## config.mk

```make
export PLATFORM = sky130hd
export DESIGN_NAME = power_class_reg
export DESIGN_NICKNAME = d
export VERILOG_FILES = /design/src/rtl/pcr_pkg.sv /design/src/rtl/pcr_table.sv /design/src/rtl/pcr_check.sv /design/src/rtl/pcr_store.sv /design/src/rtl/power_class_reg.sv
export SDC_FILE = /design/constraint.sdc
export NUM_CORES = 1
export LEC_CHECK = 0
export ABC_AREA = 1
export ABC_CLOCK_PERIOD_IN_PS = 2000
export BUFFER_PORTS_ARGS = -buffer_cell sky130_fd_sc_hd__buf_2
export CAP_MARGIN = 40
export CELL_PAD_IN_SITES_DETAIL_PLACEMENT = 1
export CELL_PAD_IN_SITES_GLOBAL_PLACEMENT = 1
export CORE_MARGIN = 4
export CORE_UTILIZATION = 27
export DETAILED_ROUTE_END_ITERATION = 8
export HOLD_SLACK_MARGIN = 0.05
export PLACE_DENSITY = 0.87
export SLEW_MARGIN = 20
export SYNTH_ARGS = -nofsm -noshare
export SYNTH_HDL_FRONTEND = slang
export SYNTH_SLANG_ARGS = --single-unit
```

## constraint.sdc

```tcl
create_clock -name clk -period 2 [get_ports clk]
set_clock_uncertainty 0.05 [all_clocks]
set_input_delay 0.2 -clock clk [delete_from_list [all_inputs] [get_ports clk]]
set_output_delay 0.2 -clock clk [all_outputs]
set_load 0.02 [all_outputs]
```

## src/rtl/pcr_pkg.sv

```systemverilog
package pcr_pkg;
  localparam int unsigned BYTE_W = 8;
  localparam int unsigned NIB_W  = 4;
  localparam int unsigned N_ENT  = 4;
  localparam int unsigned IDX_W  = $clog2(N_ENT);

  typedef logic [BYTE_W-1:0] byte_t;

  // Table position from bus width and clock rate selects.
  function automatic logic [IDX_W-1:0] tbl_index(input logic wide, input logic fast);
    return {fast, wide};
  endfunction

  // A request must fit both the field limit and the table limit.
  function automatic logic req_valid(input byte_t req, input byte_t field_max, input byte_t tbl_max);
    return (req <= field_max) && (req <= tbl_max);
  endfunction
endpackage

```

## src/rtl/pcr_table.sv

```systemverilog
module pcr_table
  import pcr_pkg::*;
#(
  parameter byte_t ENT_4B26 = 8'h01,
  parameter byte_t ENT_8B26 = 8'h02,
  parameter byte_t ENT_4B52 = 8'h03,
  parameter byte_t ENT_8B52 = 8'h05
) (
  input  logic             sel_wide,
  input  logic             sel_fast,
  output byte_t            rd_data,
  output byte_t            max_cls
);
  localparam byte_t ENTRIES [N_ENT] = '{ENT_4B26, ENT_8B26, ENT_4B52, ENT_8B52};

  logic [NIB_W-1:0] run_max [N_ENT+1];
  assign run_max[0] = '0;

  for (genvar g = 0; g < N_ENT; g++) begin : g_max
    localparam logic [NIB_W-1:0] CLS = ENTRIES[g][NIB_W-1:0];
    assign run_max[g+1] = (CLS > run_max[g]) ? CLS : run_max[g];
  end

  assign max_cls = byte_t'(run_max[N_ENT]);
  assign rd_data = ENTRIES[tbl_index(sel_wide, sel_fast)];
endmodule

```

## src/rtl/pcr_check.sv

```systemverilog
module pcr_check
  import pcr_pkg::*;
#(
  parameter byte_t FIELD_MAX = 8'd15
) (
  input  logic  wr_en,
  input  byte_t wr_data,
  input  byte_t max_cls,
  output logic  wr_good,
  output logic  wr_bad
);
  logic ok;
  assign ok      = req_valid(wr_data, FIELD_MAX, max_cls);
  assign wr_good = wr_en && ok;
  assign wr_bad  = wr_en && !ok;
endmodule

```

## src/rtl/pcr_store.sv

```systemverilog
module pcr_store
  import pcr_pkg::*;
(
  input  logic  clk,
  input  logic  rst_n,
  input  logic  soft_rst,
  input  logic  wr_good,
  input  logic  wr_bad,
  input  byte_t wr_data,
  input  logic  stat_rd,
  output byte_t cls_q,
  output logic  err_q
);
  always_ff @(posedge clk) begin
    if (!rst_n || soft_rst) begin
      cls_q <= '0;
      err_q <= 1'b0;
    end else begin
      if (wr_good) cls_q <= wr_data;
      if (wr_bad)       err_q <= 1'b1;
      else if (stat_rd) err_q <= 1'b0;
    end
  end
endmodule

```

## src/rtl/power_class_reg.sv

```systemverilog
module power_class_reg
  import pcr_pkg::*;
#(
  parameter byte_t FIELD_MAX = 8'd15,
  parameter byte_t ENT_4B26  = 8'h01,
  parameter byte_t ENT_8B26  = 8'h02,
  parameter byte_t ENT_4B52  = 8'h03,
  parameter byte_t ENT_8B52  = 8'h05
) (
  input  logic       clk,
  input  logic       rst_n,
  input  logic       soft_rst,
  input  logic       wr_en,
  input  logic [7:0] wr_data,
  input  logic       stat_rd,
  input  logic       tbl_wide,
  input  logic       tbl_fast,
  output logic [7:0] tbl_data,
  output logic [7:0] pwr_class,
  output logic       switch_err
);
  byte_t max_cls;
  logic  wr_good;
  logic  wr_bad;

  pcr_table #(
    .ENT_4B26(ENT_4B26), .ENT_8B26(ENT_8B26),
    .ENT_4B52(ENT_4B52), .ENT_8B52(ENT_8B52)
  ) u_table (
    .sel_wide(tbl_wide), .sel_fast(tbl_fast),
    .rd_data(tbl_data), .max_cls(max_cls)
  );

  pcr_check #(.FIELD_MAX(FIELD_MAX)) u_check (
    .wr_en(wr_en), .wr_data(wr_data), .max_cls(max_cls),
    .wr_good(wr_good), .wr_bad(wr_bad)
  );

  pcr_store u_store (
    .clk(clk), .rst_n(rst_n), .soft_rst(soft_rst),
    .wr_good(wr_good), .wr_bad(wr_bad), .wr_data(wr_data),
    .stat_rd(stat_rd), .cls_q(pwr_class), .err_q(switch_err)
  );
endmodule

```

---- Word level (Yosys, flattened, before mapping) ----
Cells that the tools add are included.
storage, ports and cells
  register bits ........................... 9
  input bits .............................. 15
  output and inout port bits .............. 17
  word-level logic and storage cells ...... 18
operators by class
  $lt $le $gt $ge ......................... 3
  mux-type cells .......................... 5
  bitwise operators ....................... 1
  reduce and logical (&&, ||, !) cells .... 7
operator list
  kind                  count
  $bmux W8 S2           1
  $mux W8               2
  $le A8 B3 Y1 const B  1
  $le A8 B4 Y1 const B  1
  $ge A3 B3 Y1 const B  1
  $logic_and A1 B1 Y1   3
  $not A2 Y3            1
  $logic_not A1 Y1      2
  $mux W1               2
  $reduce_bool A2 Y1    1
  $logic_or A1 B1 Y1    1

---- Depth between registers and ports, before layout ----
Gate-level depths: netlist of the first run.
  depth in word-level cells ............... 5
  gate-level depth with buffers ........... 6
  gate-level depth less buffers ........... 6

---- Modules after synthesis ----
A second synthesis of the first run with hierarchy kept.
second synthesis, totals
  cells, all modules ...................... 102
  area total of the unflattened synthesis .. 780.7 um2
modules (own cells, without submodules)
  module     times used  cells each  area each (um2)
  pcr_store  1           41          379.1
  pcr_check  1           41          260.2
  pcr_table  1           20          141.4

---- Worst setup path after synthesis of the first run ----
Ideal clock, no wire load.
  path kind ............................... input to output
  start point ............................. in tbl_fast
  end point ............................... out tbl_data[1]
  arrival time ............................ 0.619 ns
  required time ........................... 1.750 ns
  path slack .............................. 1.131 ns
  stages .................................. 3
  buffers on the path ..................... 0
  cell sequence ........................... inv_1 ha_1 inv_1
between the ends
  word-level cells in the longest chain between the ends .. 4
ends and longest elaborated chain
  item                                         line                   RTL
  start: declaration                           power_class_reg.sv:17  input logic tbl_fast,
  $not A2 Y3 (implied by the code)             pcr_table.sv:25        assign rd_data = ENTRIES[tbl_index(sel_wide, sel_fast)];
  $bmux W8 S2                                  pcr_table.sv:25
  $mux W8 (implied by the code) (2 in series)  pcr_table.sv:25
  end: declaration                             power_class_reg.sv:18  output logic [7:0] tbl_data,
No other way between the ends. The select of a mux whose other input is x is not followed.

---- Worst setup path after layout of the first run ----
  start point ............................. in tbl_wide
  end point ............................... out tbl_data[1]
between the ends
  word-level cells in the longest chain between the ends .. 4
ends and longest elaborated chain
  item                                         line                   RTL
  start: declaration                           power_class_reg.sv:16  input logic tbl_wide,
  $not A2 Y3 (implied by the code)             pcr_table.sv:25
  $bmux W8 S2                                  pcr_table.sv:25
  $mux W8 (implied by the code) (2 in series)  pcr_table.sv:25
No other way between the ends. The select of a mux whose other input is x is not followed.

==> qor.csv, run 1 <==
stage,metric,value,unit
placed_design,Routability Congestion,0.622,
job,Max-Cap Viols,0,
critical_path,Worst Path Max Fanout,2,
cts,Post-CTS Resized,0,
pwr,Static Leak,0.339,nW
cells_and_area,filler cell count in the final layout,211,
cells_and_area,final net count,107,
grt,GRT Resource Usage Total,11.0,%
placed_design,Post-DP HPWL,1.04,mm
floorplanning,Initial Util,29.5,%
floorplanning,Core Rows,14,
grt,largest net degree at the start of global routing,9,
grt,first-pass GRT wire length,2.04,mm
run_status,status,"complete, no violations",
cells_and_area,diodes inserted,0,
critical_path,critical path type,input pin to output pin,
cts,deepest clock path buffer count,2,
logic_synthesis,Synth Cell Area,454,um2
placed_design,port bufs,26,
floorplanning,Die H,49.0,um
routing,Initial DRC Count,3,
cts,H-tree depth,1,
routing,Antenna Nets Post-Route,0,
cts,Sink Count,9,
critical_path,crit path launch type,input pin,
cells_and_area,Layout area overhead,32.8,%
pwr,Pwr Density,631,nW/um2
pwr,Final Power,0.000381,W
worst_hold_path,Hold Path Class,input pin to flop,
sta,Final TNS setup,0,ps
cts,worst-skew pair later-pin latency,260,ps
floorplanning,die area,2400,um2
critical_path,"setup slack, reg-to-reg",1360,ps
logic_synthesis,area share of the largest cell type after synthesis,39.7,%
cts,CTS tree,done,
cts,post-CTS setup buffers,0,
cts,Root Driver,clkbuf_4,
placed_design,dpl cells,101,
routing,Wirelength per Cell,11.1,um
cts,Clock Pin Slew Worst Setup and Hold Paths,60,ps
sta,worst hold margin,140,ps
routing,Vias/cell,4.38,
critical_path,crit path DAT,810,ps
logic_synthesis,biggest area consumer among synthesized cells,dfxtp_1,
grt,initial antenna violation count,0,
logic_synthesis,"Distinct cells, synth",15,
floorplanning,core area,1540,um2
pwr,VDD IR max,0.000231,V
logic_synthesis,post-synthesis cell count,61,
cts,hold buffers post-CTS,0,
cells_and_area,Util after Layout,39.1,%
sta,fmax,943,MHz
critical_path,CP endpoint kind,output pin,
cells_and_area,Finished Layout Cells,105,
logic_synthesis,synth top area cells,"dfxtp_1, buf_4, nand2_1",
grt,global route total overflow,0,
routing,final WL,1.16,mm
routing,Pre-antenna DRT Iters,4,
sta,RSZ-0062 raised after global routing,no,
logic_synthesis,"Seq/Total Area, Yosys",39.7,%
sta,final hold vios,0,
sta,Tcrit/Tclk final,53.0,%
routing,via count,460,
logic_synthesis,YS warnings,0,
grt,vias in the first global route,465,
floorplanning,Horiz. Die Dim,49.0,um
sta,Tmin final,1060,ps
floorplanning,# IOs,32,
logic_synthesis,Synth Area per Inst,7.45,um2
critical_path,"Req. time, crit path",1750,ps
cts,total CTS buffers,3,
sta,Final Max Slew Viols,0,
routing,DRC Markers,0,
cells_and_area,ratio of cells with drive above 1 in the final layout,41.6,%
logic_synthesis,number of synthesized register bits,9,
sta,final setup fails,0,
-- through the flow --
step,worst slack (ps),instance area (um2)
detailed placement,929,577
CTS,931,603
global route,885,603
finish,940,603
global placement,976,577
floorplan,1130,469
-- worst max-delay path: stages --
cell and delay [ps]:
buf_2 110, ha_1 290, inv_1 60, buf_2 150
-- where the power goes --
group,internal [W],switching [W],leakage (nW)
Combinational,0.0000206,0.0000392,0.251
Clock,0.0000768,0.0000630,0.0150
Sequential,0.000180,0.000000459,0.0726
Total,0.000278,0.000103,0.339
-- state kept, by name, indices dropped and copies added, names as in the netlist --
name           flops
u_store.cls_q      8
u_store.err_q      1
-- synth_stat cells (all sizes together) --
library cell   n
o21ai          1
conb           1
nand3          3
dfxtp          9
ha             2
a21oi          4
clkbuf         1
nor2          12
nand2         13
buf            5
inv           10
-- per-layer routing --
metal | track usage [%] | up-vias | part of all wire (%)
li1 | - | 227 | -
met5 | 0 | - | 0
met2 | 20.4 | 22 | 56
met3 | 3.67 | 4 | 8.8
met1 | 9.96 | 207 | 34
met4 | 6.73 | 0 | 2.0
-- layout make-up --
| class | count | area (um2) | share of cell area (%) |
|---|---|---|---|
| clock buffer | 4 | 26.3 | 4.36 |
| inverter | 10 | 37.5 | 6.22 |
| multi-input combinational | 40 | 209 | 34.6 |
| sequential | 9 | 180 | 29.9 |
| tap | 16 | 20.0 | 3.32 |
| timing repair buffer | 26 | 130 | 21.6 |
-- logic make-up (layout without fill, tap and decap cells) --
kind of cell	count (synthesis)	in the layout	synth area share [%]
AND/OR/NAND/NOR	28	28	30.9
buffers and inverters	16	40	17.6
flip-flops	9	9	39.7
AO/OA/AOI/OAI	5	5	5.51
adder cells (fa/ha/maj)	2	2	5.51
other	1	5	0.826
-- worst paths after layout --
check,startpoint,endpoint,cells past startpoint
worst min-delay path,stat_rd,u_store.err_q,4
worst max register to register,u_store.cls_q[2],u_store.cls_q[2],2
worst max-delay path,tbl_wide,tbl_data[1],4
worst min register to register,u_store.cls_q[4],u_store.cls_q[4],2
-- cell usage in the layout, fill, tap and decap left out --
cell type	instances
nand2_2	3
nor2_1	8
dfxtp_1	9
nand2_1	10
a21oi_1	4
buf_2	26
nand3_1	3
o21ai_1	1
inv_1	9
ha_1	2
nor2_8	1
clkbuf_1	1
clkbuf_4	3
conb_1	5
inv_2	1
nor2_2	3
Power figures use the tool's default switching activity.
==> run 2, diff against run 1 <==
Settings changed: ABC_CLOCK_PERIOD_IN_PS 2000 to 1100, CORE_UTILIZATION 27 to 25, PLACE_DENSITY 0.87 to 0.82.
Clock period 2 ns to 1.1 ns, I/O delays scaled along.
==> run 2 against run 1 <==
Against the previous run:
- combinational power grew 81%
- routed wire length fell by 2.8%
- first-iteration DRC count fell by 67%
- critical endpoint is now pwr_class[5]
- critical path depth shrank 3
- sequential share of layout area decreased by 0.55 points
- global-route usage down 1.2 points
==> qor.csv, run 2 (synthesized netlist as in run 1, its figures left out) <==
stage,metric,value,unit
run_status,status,"complete, no violations",
critical_path,family with the most delay on the worst path,flip-flops,
floorplanning,Horiz. Die Dim,50.6,um
routing,Antenna Nets Post-Route,0,
pwr,Pwr Density,1130,nW/um2
sta,Tmin final,921,ps
sta,Final TNS setup,0,ps
placed_design,Routability Congestion,0.651,
critical_path,Slowest cell on crit path,dfxtp_1,
cells_and_area,ratio of cells with drive above 1 in the final layout,41.6,%
cts,H-tree depth,1,
grt,GRT Resource Usage Total,9.76,%
pwr,VDD IR max,0.000381,V
grt,global route total overflow,0,
routing,Vias/cell,3.90,
cts,Clock Pin Slew Worst Setup and Hold Paths,60,ps
critical_path,crit path launch type,flop,
job,Max-Cap Viols,0,
sta,fin worst setup slack,179,ps
cells_and_area,Util after Layout,35.6,%
routing,final WL,1.13,mm
routing,via count,445,
routing,DRC Markers,0,
critical_path,"Req. time, crit path",940,ps
routing,Pre-antenna DRT Iters,2,
floorplanning,die area,2560,um2
grt,vias in the first global route,453,
routing,Initial DRC Count,1,
cells_and_area,final net count,107,
cells_and_area,most frequent cells in the layout,"buf_2, nand2_1, inv_1, dfxtp_1, nor2_1",
floorplanning,# IOs,32,
critical_path,CP endpoint kind,output pin,
floorplanning,Die H,50.6,um
placed_design,port bufs,26,
cells_and_area,Layout area overhead,35.3,%
sta,final hold vios,0,
cells_and_area,"commonest non-fill, non-tap cell in the layout",buf_2,
critical_path,critical path type,flop to output pin,
cts,Sink Count,9,
floorplanning,Core Rows,15,
cts,hold buffers post-CTS,0,
cts,CTS tree,done,
pwr,sw frac,27.4,%
cells_and_area,diodes inserted,0,
pwr,sequential power share,47.2,%
sta,Tcrit/Tclk final,83.7,%
floorplanning,Initial Util,26.3,%
critical_path,"Buf+Inv Stages, Crit Path",1,
cts,Root Driver,clkbuf_4,
cts,total CTS buffers,3,
critical_path,crit path DAT,760,ps
grt,first-pass GRT wire length,1.81,mm
sta,fmax,1090,MHz
cts,Post-CTS Resized,0,
pwr,NetSw,0.000191,W
pwr,combinational fraction of design power,15.5,%
pwr,Int Pwr,0.000505,W
cts,deepest clock path buffer count,2,
cells_and_area,Largest register FFs,8,
pwr,Static Leak,0.339,nW
placed_design,Post-DP HPWL,973,um
critical_path,Worst Path Max Fanout,2,
critical_path,peak per-stage delay on the critical path,330,ps
grt,largest net degree at the start of global routing,9,
cts,worst-skew pair later-pin latency,260,ps
worst_hold_path,Hold Path Class,input pin to flop,
cts,post-CTS setup buffers,0,
routing,Wirelength per Cell,9.92,um
sta,final setup fails,0,
floorplanning,core area,1730,um2
sta,Final Max Slew Viols,0,
cells_and_area,Biggest register,u_store.cls_q,
sta,RSZ-0062 raised after global routing,no,
cells_and_area,Top Registers,"u_store.cls_q (8), u_store.err_q (1)",
pwr,Clk pwr share,37.3,%
critical_path,"Cell Chain, Critical Path",buf_2,
grt,initial antenna violation count,0,
placed_design,pre-CTS WS,171,ps
==> run 2: cell counts in the layout (fill, tap and decap cells not counted) <==
No cell type changed its count.
==> run 2: through the flow <==
step	instances	hold slack [ps]	area [um2]	power (W)
after floorplan	65	221	469	0.000416
after global placement	110	318	588	0.000440
after detailed placement	110	338	588	0.000446
after CTS	114	52.9	614	0.000716
after global routing	114	80.3	614	0.000732
final	114	58.6	614	0.000696
==> run 2: area by class of cell <==
| type | count | area, um2 |
|---|---|---|
| well taps | 25 | 31.3 |
| inverters | 10 | 37.5 |
| clock buffers | 4 | 26.3 |
| repair buffers | 26 | 130 |
| flip-flops and latches | 9 | 180 |
| multi-input cells | 40 | 209 |
| fillers | 230 | 1110 |
==> run 2: final timing paths <==
kind	startpoint	endpoint	slack, ps	cells after the start
setup / recovery	u_store.cls_q[5]	pwr_class[5]	180	1
setup reg to reg	u_store.cls_q[2]	u_store.cls_q[2]	470	2
hold / removal	soft_rst	u_store.cls_q[0]	60	4
hold reg to reg	u_store.cls_q[3]	u_store.cls_q[3]	390	2
==> run 2: layer usage <==
layer  vias up  global-route usage, %  part of all wire, %
li1        228                      -                    -
met1       197                   9.34                   40
met2        18                   17.0                   52
met3         2                   1.19                  5.1
met4         0                   10.8                  2.4
met5         -                      0                    0
==> run 2: tightest hold or removal path, delay by kind of cell <==
family / cells / cell delay, ps
buf+inv: 1 / 80
simple gates: 3 / 140
==> run 2: power by group through the flow <==
| stage | sequential (W) | combinational (W) | clock, W |
|---|---|---|---|
| final | 0.000329 | 0.000108 | 0.000260 |
| after global routing | 0.000329 | 0.000121 | 0.000282 |
| after CTS | 0.000329 | 0.000110 | 0.000277 |
| after detailed placement | 0.000336 | 0.000110 | 0 |
| after global placement | 0.000336 | 0.000104 | 0 |
| after floorplan | 0.000339 | 0.0000777 | 0 |
==> run 3, diff against run 2 <==
Settings changed: ABC_AREA 1 to 0, ABC_CLOCK_PERIOD_IN_PS 1100 to 950, CORE_UTILIZATION 25 to 24, PLACE_DENSITY 0.82 to 0.8.
Clock period 1.1 ns to 0.95 ns, I/O delays scaled along.
==> run 3 against run 2 <==
Against the previous run:
- sequential cell count did not move
- die area fell by 6.7%
- global-route usage fell by 0.97 points
- core utilization rose by 2.6 points
- via count fell by 16%
- first-iteration DRC count rose to 3.0 times the previous value
- total power rose by 13%
- sequential power rose by 16%
- hold slack improved by 51 ps
- sequential share of layout area rose by 1.3 points
- non-clock buffer count rose by 4
- combinational power rose by 6%
- highest routed layer unchanged
==> qor.csv, run 3 <==
stage,metric,value,unit
floorplanning,# IOs,32,
logic_synthesis,most frequent cell after synthesis,dfxtp_1,
critical_path,"Cell Chain, Critical Path",buf_2,
cells_and_area,"commonest non-fill, non-tap cell in the layout",buf_2,
routing,Vias/cell,4.17,
sta,Final TNS setup,0,ps
critical_path,"Buf+Inv Stages, Crit Path",1,
grt,vias in the first global route,363,
logic_synthesis,Synth Cell Area,402,um2
critical_path,peak per-stage delay on the critical path,330,ps
cells_and_area,Layout area overhead,46.4,%
pwr,Clk pwr share,36.9,%
cts,Clock Pin Slew Worst Setup and Hold Paths,60,ps
cells_and_area,Largest register FFs,8,
placed_design,Post-DP HPWL,800,um
logic_synthesis,Synth Area per Inst,9.56,um2
grt,GRT Resource Usage Total,8.79,%
pwr,Final Power,0.000785,W
logic_synthesis,biggest area consumer among synthesized cells,dfxtp_1,
sta,Tmin final,898,ps
logic_synthesis,simple-gate share of the synthesized area,20.2,%
sta,Final Max Slew Viols,0,
cells_and_area,Top Registers,"u_store.cls_q (8), u_store.err_q (1)",
sta,fmax,1110,MHz
logic_synthesis,largest family of logic cells by synthesized area,simple AND/OR/NAND/NOR gates,
cts,post-CTS setup buffers,0,
cells_and_area,final net count,92,
cts,Sink Count,9,
cells_and_area,ratio of cells with drive above 1 in the final layout,44.6,%
grt,largest net degree at the start of global routing,13,
critical_path,CP endpoint kind,output pin,
grt,global route total overflow,0,
pwr,Int Pwr,0.000591,W
sta,final hold vios,0,
logic_synthesis,post-synthesis cell count,42,
routing,Initial DRC Count,3,
critical_path,Worst Path Max Fanout,2,
routing,final WL,950,um
floorplanning,core area,1540,um2
logic_synthesis,mux cell area share after synthesis,7.48,%
placed_design,Routability Congestion,0.589,
critical_path,crit path DAT,750,ps
cts,Root Driver,clkbuf_4,
routing,Wirelength per Cell,10.6,um
worst_hold_path,Hold Path Class,input pin to flop,
cts,CTS tree,done,
routing,Antenna Nets Post-Route,0,
sta,worst hold margin,110,ps
floorplanning,Core Rows,14,
floorplanning,Initial Util,26.1,%
logic_synthesis,YS warnings,0,
sta,final setup fails,0,
cells_and_area,diodes inserted,0,
cts,worst-skew pair later-pin latency,260,ps
critical_path,Slowest cell on crit path,dfxtp_1,
cells_and_area,filler cell count in the final layout,202,
grt,met3 Usage GRT,7.34,%
logic_synthesis,Synth async-reset ratio,0,%
cts,deepest clock path buffer count,2,
routing,Pre-antenna DRT Iters,3,
pwr,combinational fraction of design power,14.6,%
job,Max-Cap Viols,0,
pwr,Static Leak,0.345,nW
pwr,Pwr Density,1330,nW/um2
cts,H-tree depth,1,
pwr,sw frac,24.8,%
run_status,status,"complete, no violations",
cells_and_area,most frequent cells in the layout,"buf_2, dfxtp_1, nand2_1, and3_1, conb_1",
grt,first-pass GRT wire length,1.52,mm
pwr,VDD IR max,0.000652,V
logic_synthesis,number of synthesized register bits,9,
cells_and_area,Biggest register,u_store.cls_q,
grt,met2 Track Usage GR,13.5,%
logic_synthesis,number of synthesized flops with an enable pin,0,
logic_synthesis,"Distinct cells, synth",15,
logic_synthesis,"Seq/Total Area, Yosys",44.9,%
placed_design,port bufs,26,
pwr,sequential power share,48.5,%
logic_synthesis,adder-cell share of the synthesized area,6.23,%
sta,RSZ-0062 raised after global routing,no,
routing,via count,375,
logic_synthesis,synth top area cells,"dfxtp_1, buf_4, and3_1",
routing,DRC Markers,0,
logic_synthesis,commonest register cell after synthesis,dfxtp_1,
floorplanning,die area,2390,um2
logic_synthesis,synth cell count leaders,"dfxtp_1, nand2_1, and3_1, buf_4",
critical_path,crit path launch type,flop,
grt,met1 Use GR,7.76,%
sta,Tcrit/Tclk final,94.5,%
logic_synthesis,post-synthesis compound-gate area fraction,6.85,%
grt,GR peak layer,met2,
critical_path,critical path type,flop to output pin,
grt,initial antenna violation count,0,
cts,total CTS buffers,3,
logic_synthesis,Synth Area in XOR/XNOR,0,%
pwr,NetSw,0.000194,W
logic_synthesis,area share of the largest cell type after synthesis,44.9,%
floorplanning,Horiz. Die Dim,48.9,um
floorplanning,Die H,48.9,um
critical_path,family with the most delay on the worst path,flip-flops,
critical_path,"Req. time, crit path",810,ps
-- run 3: timing repair --
item                                    in CTS  in global routing
endpoints found under the setup margin       0                  1
hold endpoints to repair                     2                  0
hold buffers                                 2                  0
gates resized for setup                      0                  1
-- run 3: per-layer routing --
| layer | part of all wire, % | routed length [um] | up-vias |
|---|---|---|---|
| met3 | 13 | 120 | 4 |
| li1 | - | - | 190 |
| met1 | 36 | 341 | 163 |
| met2 | 49 | 466 | 18 |
| met4 | 2.2 | 21 | 0 |
| met5 | 0 | 0 | - |
-- run 3: worst paths after layout --
check / from / to / slack [ps] / cells after the start
worst max-delay path: u_store.cls_q[2] / pwr_class[2] / 50 / 1
worst min-delay path: stat_rd / u_store.err_q / 110 / 3
worst max register to register: u_store.err_q / u_store.err_q / 200 / 2
worst min register to register: u_store.cls_q[1] / u_store.cls_q[1] / 420 / 2
-- run 3: metrics by stage --
stage                     util [%]  worst slack, ps  std cells  instance area, um2
after detailed placement      35.0             -167         84                 539
final                         38.1             52.3         90                 588
after global routing          38.1            0.492         90                 588
after global placement        35.0             -119         84                 539
after floorplan                  -             64.1         46                 417
after CTS                     38.0             42.4         90                 586
-- run 3: layout make-up --
class | instances | area (um2) | share of cell area [%]
flip-flops and latches | 9 | 180 | 30.6
inverters | 3 | 11.3 | 1.91
multi-input cells | 28 | 183 | 31.1
repair buffers | 30 | 168 | 28.5
well taps | 16 | 20.0 | 3.40
clock buffers | 4 | 26.3 | 4.47
-- run 3: kinds of logic (layout without fill, tap and decap cells) --
group | count (synthesis) | after routing
multiplexers | 3 | 3
AO/OA/AOI/OAI | 3 | 3
flip-flops | 9 | 9
other | 1 | 5
adder cells (fa/ha/maj) | 2 | 2
AND/OR/NAND/NOR | 15 | 15
buffers and inverters | 9 | 37
-- run 3: power groups by stage --
stage / clock network (W) / registers [W] / logic (W)
floorplan: 0 / 0.000392 / 0.0000715
global placement: 0 / 0.000389 / 0.000106
detailed placement: 0 / 0.000389 / 0.000110
CTS: 0.000302 / 0.000380 / 0.000117
global route: 0.000333 / 0.000380 / 0.000128
finish: 0.000290 / 0.000380 / 0.000115
-- run 3: worst min-delay path, cell delays in order --
cell     delay, ps
buf_2           80
nor2b_1         30
o21a_1         170
